[src/rtl/lock_sup_pkg.sv]
`timescale 1ns/1ps
package lock_sup_pkg;
   // position of the lock flag in the synchronised health vector
   localparam int unsigned LOCK_IDX = 0;

   // first counter value inside the reset window (full count minus window plus one)
   function automatic int unsigned win_start(input int unsigned cnt_w, input int unsigned win);
      return (32'd1 << cnt_w) - win;
   endfunction
endpackage

[src/rtl/lock_sup_sync.sv]
`timescale 1ns/1ps
module lock_sup_sync #(
   parameter int unsigned W      = 2,
   parameter int unsigned STAGES = 2
) (
   input  logic         clk,
   input  logic         rst_n,
   input  logic [W-1:0] d,
   output logic [W-1:0] q
);
   generate
      if (STAGES == 0) begin : g_bypass
         logic unused_clk_rst;
         assign unused_clk_rst = clk ^ rst_n;
         assign q = d;
      end else begin : g_chain
         logic [W-1:0] pipe [STAGES];
         always_ff @(posedge clk or negedge rst_n) begin
            if (!rst_n) begin
               for (int i = 0; i < STAGES; i++) pipe[i] <= '0;
            end else begin
               pipe[0] <= d;
               for (int i = 1; i < STAGES; i++) pipe[i] <= pipe[i-1];
            end
         end
         assign q = pipe[STAGES-1];
      end
   endgenerate
endmodule

[src/rtl/lock_sup_holdoff.sv]
`timescale 1ns/1ps
module lock_sup_holdoff #(
   parameter int unsigned CNT_W   = 16,
   parameter int unsigned RST_WIN = 4
) (
   input  logic             clk,
   input  logic             rst_n,
   input  logic             healthy_i,
   output logic [CNT_W-1:0] cnt_o,
   output logic             synth_rst_o
);
   localparam logic [CNT_W-1:0] WIN_LO = CNT_W'(lock_sup_pkg::win_start(CNT_W, RST_WIN));

   logic [CNT_W-1:0] cnt_q, cnt_d;
   logic             win_q;

   // inside the window the count always advances so the pulse runs to the wrap
   always_comb begin
      if (win_q || !healthy_i) cnt_d = cnt_q + 1'b1;
      else                     cnt_d = '0;
   end

   always_ff @(posedge clk or negedge rst_n) begin
      if (!rst_n) begin
         cnt_q <= '0;
         win_q <= 1'b0;
      end else begin
         cnt_q <= cnt_d;
         win_q <= (cnt_d >= WIN_LO);
      end
   end

   assign cnt_o       = cnt_q;
   assign synth_rst_o = win_q;
endmodule

[src/rtl/lock_sup_good.sv]
`timescale 1ns/1ps
module lock_sup_good #(
   parameter int unsigned GOOD_CYC = 4
) (
   input  logic clk,
   input  logic rst_n,
   input  logic healthy_i,
   input  logic synth_rst_i,
   output logic good_o
);
   generate
      if (GOOD_CYC == 0) begin : g_direct
         logic unused_clk_rst;
         assign unused_clk_rst = clk ^ rst_n;
         assign good_o = healthy_i & ~synth_rst_i;
      end else begin : g_run
         localparam int unsigned GW = $clog2(GOOD_CYC + 1);
         localparam logic [GW-1:0] RUN_MAX = GW'(GOOD_CYC);
         logic [GW-1:0] run_q;
         always_ff @(posedge clk or negedge rst_n) begin
            if (!rst_n)                         run_q <= '0;
            else if (!healthy_i || synth_rst_i) run_q <= '0;
            else if (run_q != RUN_MAX)          run_q <= run_q + 1'b1;
         end
         assign good_o = (run_q == RUN_MAX);
      end
   endgenerate
endmodule

[src/rtl/clk_lock_supervisor.sv]
`timescale 1ns/1ps
module clk_lock_supervisor #(
   parameter int unsigned CNT_W       = 16,
   parameter int unsigned RST_WIN     = 4,
   parameter int unsigned STATUS_W    = 2,
   parameter int unsigned SYNC_STAGES = 2,
   parameter int unsigned GOOD_CYC    = 4
) (
   input  logic                clk_ref,
   input  logic                rst_n,
   input  logic                synth_locked_i,
   input  logic [STATUS_W-1:0] synth_fault_i,
   output logic                synth_rst_o,
   output logic                clocks_good_o
);
   localparam int unsigned HW = STATUS_W + 1;

   generate
      if (CNT_W < 3 || CNT_W > 30) begin : g_bad_cnt_w
         $error("CNT_W must lie in 3..30");
      end
      if (RST_WIN < 4 || RST_WIN > (32'd1 << (CNT_W - 1))) begin : g_bad_win
         $error("RST_WIN must be at least 4 and at most half the count range");
      end
      if (STATUS_W < 1) begin : g_bad_status
         $error("STATUS_W must be at least 1");
      end
   endgenerate

   logic [HW-1:0]    raw_vec, sync_vec;
   logic             healthy_s;
   logic [CNT_W-1:0] hold_cnt;

   assign raw_vec = {synth_fault_i, synth_locked_i};

   lock_sup_sync #(.W(HW), .STAGES(SYNC_STAGES)) u_sync (
      .clk   (clk_ref),
      .rst_n (rst_n),
      .d     (raw_vec),
      .q     (sync_vec)
   );

   assign healthy_s = sync_vec[lock_sup_pkg::LOCK_IDX] & ~(|sync_vec[HW-1:1]);

   lock_sup_holdoff #(.CNT_W(CNT_W), .RST_WIN(RST_WIN)) u_holdoff (
      .clk         (clk_ref),
      .rst_n       (rst_n),
      .healthy_i   (healthy_s),
      .cnt_o       (hold_cnt),
      .synth_rst_o (synth_rst_o)
   );

   lock_sup_good #(.GOOD_CYC(GOOD_CYC)) u_good (
      .clk         (clk_ref),
      .rst_n       (rst_n),
      .healthy_i   (healthy_s),
      .synth_rst_i (synth_rst_o),
      .good_o      (clocks_good_o)
   );
endmodule

[config.mk]
export PLATFORM = sky130hd
export DESIGN_NAME = clk_lock_supervisor
export DESIGN_NICKNAME = d
export VERILOG_FILES = /design/src/rtl/lock_sup_pkg.sv /design/src/rtl/lock_sup_sync.sv /design/src/rtl/lock_sup_holdoff.sv /design/src/rtl/lock_sup_good.sv /design/src/rtl/clk_lock_supervisor.sv
export SDC_FILE = /design/constraint.sdc
export NUM_CORES = 1
export LEC_CHECK = 0
export CORE_MARGIN = 2
export CORE_UTILIZATION = 40
export DETAILED_ROUTE_END_ITERATION = 8
export DONT_BUFFER_PORTS = 1
export MAX_ROUTING_LAYER = met4
export PLACE_DENSITY = 0.65
export SYNTH_ARGS = -nofsm -noshare
export SYNTH_HDL_FRONTEND = slang
export SYNTH_HIERARCHICAL = 1
export SYNTH_SLANG_ARGS = --single-unit
[constraint.sdc]
create_clock -name clk_ref -period 1.8 [get_ports clk_ref]
set_clock_uncertainty 0.05 [all_clocks]
set_input_delay 0.18 -clock clk_ref [delete_from_list [all_inputs] [get_ports clk_ref]]
set_output_delay 0.18 -clock clk_ref [all_outputs]
set_load 0.005 [all_outputs]
## Word level (Yosys, flattened, before mapping)

Cells that the tools add are included.

| storage, ports and cells | value |
|---|---|
| register bits | 26 |
| output and inout bits | 2 |
| input port bits | 5 |
| logic and storage cells | 19 |

| operators by class | value |
|---|---|
| bitwise gates (word level) | 2 |
| reductions and logical operators | 4 |
| mux-type cells | 3 |
| equal/unequal tests | 2 |
| $add $sub $neg | 2 |
| order comparisons | 1 |

Operators by type and width:

| operator | count |
|---|---|
| $add A16 B1 Y16 const B | 1 |
| $ge A16 B16 Y1 const B | 1 |
| $mux W16 | 1 |
| $mux W3 | 2 |
| $add A3 B1 Y3 const B | 1 |
| $eq A3 B3 Y1 const B | 1 |
| $ne A3 B3 Y1 const B | 1 |
| $reduce_bool A2 Y1 | 1 |
| $reduce_or A2 Y1 | 1 |
| $and A1 B1 Y1 | 1 |
| $logic_not A1 Y1 | 1 |
| $logic_or A1 B1 Y1 | 1 |
| $not A1 Y1 | 1 |

## Depth between registers and ports, before layout

| depth | value |
|---|---|
| depth after elaboration | 7 |
| mapped depth | 8 |
| depth with buffers taken out | 6 |

## Modules after synthesis

Netlist, hierarchy kept.

By module, submodules not included:

| module | instances | sequential area each (um^2) | area an instance (um^2) | cells each |
|---|---|---|---|---|
| lock_sup_holdoff | 1 | 425.4 | 915.9 | 98 |
| lock_sup_good | 1 | 75.1 | 182.7 | 18 |
| lock_sup_sync | 1 | 150.1 | 172.7 | 9 |
| clk_lock_supervisor | 1 | 0.0 | 12.5 | 1 |

## Worst setup path after synthesis

Ideal clock, no wire load.

| path | value |
|---|---|
| path kind | flip-flop to flip-flop |
| start point | reg u_sync.g_chain.pipe, in the netlist u_sync/q[0] |
| end point | reg u_holdoff.win_q, in the netlist u_holdoff/synth_rst_o |
| setup slack | 102 ps |
| data required time | 1682 ps |
| stages on the path, launching flop included | 8 |
| setup time | 68 ps |
| clock period less this slack | 1698 ps |
| path buffers | 2 |
| arrival time | 1580 ps |
| path through | dfrtp_1 -> buf_4 -> nor3b_2 -> nor2b_1 -> buf_2 -> or3_1 -> nor4_1 -> and4_1 |

| on the way | value |
|---|---|
| cells in the longest elaborated chain, start to end | 5 |

RTL lines:

| what | RTL line | RTL |
|---|---|---|
| start, declared | lock_sup_sync.sv:17 | `logic [W-1:0] pipe [STAGES];` |
| $and A1 B1 Y1 | clk_lock_supervisor.sv:43 | `assign healthy_s = sync_vec[lock_sup_pkg::LOCK_IDX] & ~(\|sync_vec[HW-1:1]);` |
| named net healthy_s | clk_lock_supervisor.sv:31 | `logic healthy_s;` |
| $logic_not A1 Y1 | lock_sup_holdoff.sv:19 | `if (win_q \|\| !healthy_i) cnt_d = cnt_q + 1'b1;` |
| $logic_or A1 B1 Y1 | lock_sup_holdoff.sv:19 |  |
| $mux W16 | lock_sup_holdoff.sv:19 |  |
| $ge A16 B16 Y1 | lock_sup_holdoff.sv:29 | `win_q <= (cnt_d >= WIN_LO);` |
| end signal, assigned | lock_sup_holdoff.sv:29 |  |
| end, declared | lock_sup_holdoff.sv:15 | `logic win_q;` |

The timed path passes the listed nets, and every way through them passes these cells.
A chain may end at the register's enable or synchronous reset.

## Worst setup path after layout

Same ends and word-level chain as after synthesis.

==> run_results.csv <==
group,metric,value,unit
run_status,status,"complete, no violations",
floorplanning,rows,20,
clock_tree,cts.sinks,26,
synth,post_synth_fa_ha_maj_area_fraction,2.92,%
critical_path,required,2.01,ns
placement,dp.cells,168,
synth,synth_xor_area_share,9.55,%
timing,finalHoldViolCount,0,
power,leakage,0.647,nW
timing,tightest_slew,0.368,ns
clock_tree,cts_buffers,3,
routing,firstDrtPassIters,4,
synth,netlist_instances,126,
global_routing,antenna_found_initial,0,
power,power,1.38,mW
synth,ys.warnings.count,6,
synth,synth-simple-area-share,26.1,%
critical_path,crit_path_max_incr_delay,0.38,ns
placement,postPlaceCellArea,1330,um2
critical_path,crit_path_end_kind,"register",
finish,finish.instance_area,1520,um2
timing,fin_crit_sh,93.6,%
critical_path,cp.arrival,1.90,ns
floorplanning,ioPinCount,7,
routing,drcViolationCount,0,
power,powerDensity,909,nW/um2
clock_tree,insertion_delay,0.33,ns
synth,synthDominantCellAreaShare,50.7,%
placement,port_buffers,0,
placement,post-place-ws,0.0678,ns
routing,drt_iter0_drc,24,
routing,wl_per_cell,11.9,um
global_routing,gr-total-overflow,0,
floorplanning,fp.dieW,60.7,um
clock_tree,cts.clk_slew.worst_paths,0.15,ns
floorplanning,design.core.area,3050,um2
synth,synth_top_family_by_area,"simple AND/OR/NAND/NOR gates",
critical_path,cp_max_fo,5,
synth,synth.cell_area,1280,um2
timing,fmax,594,MHz
critical_path,r2r_cells,5,
floorplanning,fp.dieH,60.7,um
routing,viasPerCell,4.76,
critical_path,r2r-start,"u_sync/q[0]$_DFF_PN0_",
clock_tree,cts_tree,"yes",
critical_path,crit_family,"simple AND/OR/NAND/NOR gates",
synth,yosys-top-cells-area,"dfrtp_1 51%, nor2_1 6.1%, xnor2_1 5.5%",
routing,antenna_left,0,
finish,num_antenna_cells,0,
critical_path,reg2reg_to,"u_holdoff/synth_rst_o$_DFF_PN0_",
finish,layout.cells.non_filler,182,
finish,area_growth,18.0,%
global_routing,grtUsageTotal,14.5,%
placement,gp_congestion,0.811,
synth,yosys_register_bits,26,
critical_path,criticalPathCategory,"register to register",
synth,synth_top_cell_by_area,"dfrtp_1",
synth,yosysUniqueCellTypes,33,
global_routing,grt_max_degree,27,
finish,drive_above_1_share,23.2,%
synth,ys_seq_area_share,50.7,%
synth,synth.avg_cell_area,10.2,um2
timing,worst_hold_slack,0.200,ns
global_routing,grt_first_pass_wirelength,3810,um
critical_path,startpoint_type,"register",
synth,syn_nets,134,
floorplanning,dieArea,3680,um2
timing,relSlewSlack,75.4,%
synth,synth_compound_area_share,4.97,%
routing,routed_wl,2160,um
power,ir_worst_vdd,0.000428,V
timing,finalSetupViolCount,0,
clock_tree,cts_root_buf,"clkbuf_4",
clock_tree,cts_max_path_buffers,2,
finish,fillers,289,
critical_path,path_buf_inv,0,
critical_path,rrSetupSlack,0.12,ns
finish,finalNetCount,147,
flow_run,cap_violations,0,
worst_hold_path,worstHoldPathType,"input port to async pin",
critical_path,cp_slowest_cell,"dfrtp_1",
routing,num_vias,866,
timing,slew_violations,0,
critical_path,crit_chain,"nor3b_2 > nor2b_1 > or3_1 > nor4_1 > and4_1",
floorplanning,start_util,42.0,%
timing,fin_ws,0.116,ns
global_routing,grt_pass1_vias,874,
synth,yosys-mux-area-fraction,0,%
timing,period_needed,1.68,ns
placement,dpl.hpwl,1510,um
clock_tree,cts-htree-levels,1,
## flip-flops by register name (all words and copies together) (netlist names)
register               count
u_holdoff/cnt_o           16
u_good/g_run.run_q         3
u_sync/q                   3
u_sync/g_chain.pipe        3
u_holdoff/synth_rst_o      1
## final cells by class
| class | instances | area (um2) | area share [%] |
|---|---|---|---|
| Clock buffer | 3 | 22.5 | 1.49 |
| Tap cell | 44 | 55.1 | 3.63 |
| Inverter | 6 | 22.5 | 1.49 |
| Sequential cell | 26 | 653 | 43.1 |
| Multi-Input combinational cell | 86 | 589 | 38.9 |
| Clock inverter | 1 | 30.0 | 1.98 |
| Timing Repair Buffer | 16 | 143 | 9.41 |
## cell usage after synthesis (all sizes together)
master,instances
nor2b,2
nand2b,2
or3,1
inv,6
nand2,8
nand3,6
and3b,1
xnor2,8
a21oi,3
nor3b,2
a211oi,1
a21o,1
buf,8
nand4,5
o311a,1
nor3,4
a21bo,1
xor2,6
nor2,21
ha,3
and4,1
nor4,5
and2,2
a31oi,1
o21ai,1
dfrtp,26
## worst max-delay path by stage
stage,startpoint,depth (start not counted),slack [ns],end
final,u_sync/q[0]$_DFF_PN0_,5,0.12,u_holdoff/synth_rst_o$_DFF_PN0_
after floorplan,u_sync/q[0]$_DFF_PN0_,7,0.10,u_holdoff/synth_rst_o$_DFF_PN0_
after CTS,u_holdoff/cnt_o[5]$_DFF_PN0_,6,0.006,u_holdoff/synth_rst_o$_DFF_PN0_
after global routing,u_holdoff/cnt_o[0]$_DFF_PN0_,6,-0.006,u_holdoff/synth_rst_o$_DFF_PN0_
after detailed placement,u_holdoff/cnt_o[0]$_DFF_PN0_,6,0.07,u_holdoff/synth_rst_o$_DFF_PN0_
after global placement,u_holdoff/cnt_o[5]$_DFF_PN0_,6,0.11,u_holdoff/synth_rst_o$_DFF_PN0_
## report_power, final
group / switching [mW] / internal [mW]
combinational: 0.143 / 0.151
clock: 0.172 / 0.225
sequential: 0.0474 / 0.638
total: 0.363 / 1.01
## kinds of logic (layout without fill, tap and decap cells)
| logic type | after synthesis | count (layout) |
|---|---|---|
| AOI/OAI and AO/OA | 9 | 9 |
| xor gates and xnor gates | 14 | 14 |
| and+or+nand+nor | 60 | 60 |
| adders and majority gates | 3 | 3 |
| DFF | 26 | 26 |
| buffers and inverters | 14 | 26 |
## stage by stage
| stage | util (%) | setup TNS [ns] |
|---|---|---|
| after CTS | 47.3 | 0 |
| after detailed placement | 43.6 | 0 |
| after floorplan | - | 0 |
| after global placement | 43.6 | 0 |
| final | 49.6 | 0 |
| after global routing | 49.6 | -0.00597 |
## routing by layer
layer / vias to the layer above / track usage [%] / routed length, um
met3: 2 / 4.48 / 63
met4: 0 / 4.35 / 14
met5: - / - / 0
met1: 410 / 18.2 / 1040
li1: 444 / - / -
met2: 10 / 22.7 / 1040
## worst register-to-register path, stage by stage (launching register included)
cell     delay [ns]
dfrtp_1        0.38
nor3b_2        0.16
nor2b_1        0.18
or3_1          0.36
nor4_1         0.27
and4_1         0.21
## layout by cell type, fill, tap and decap left out, drive strengths merged, types with 5 or more instances in the layout
cell / netlist / routed
nand2: 8 / 8
dfrtp: 26 / 26
nand4: 5 / 5
xnor2: 8 / 8
nor4: 5 / 5
buf: 8 / 12
nand3: 6 / 6
inv: 6 / 6
nor2: 21 / 21
xor2: 6 / 6
## timing repair
action | CTS | global route
gates resized for setup | 0 | 8
endpoints found under the setup margin | 0 | 1
buffers inserted | 0 | 5
hold buffers | 5 | 0
endpoints found under the hold margin | 29 | 0
Power figures use the tool's default switching activity.
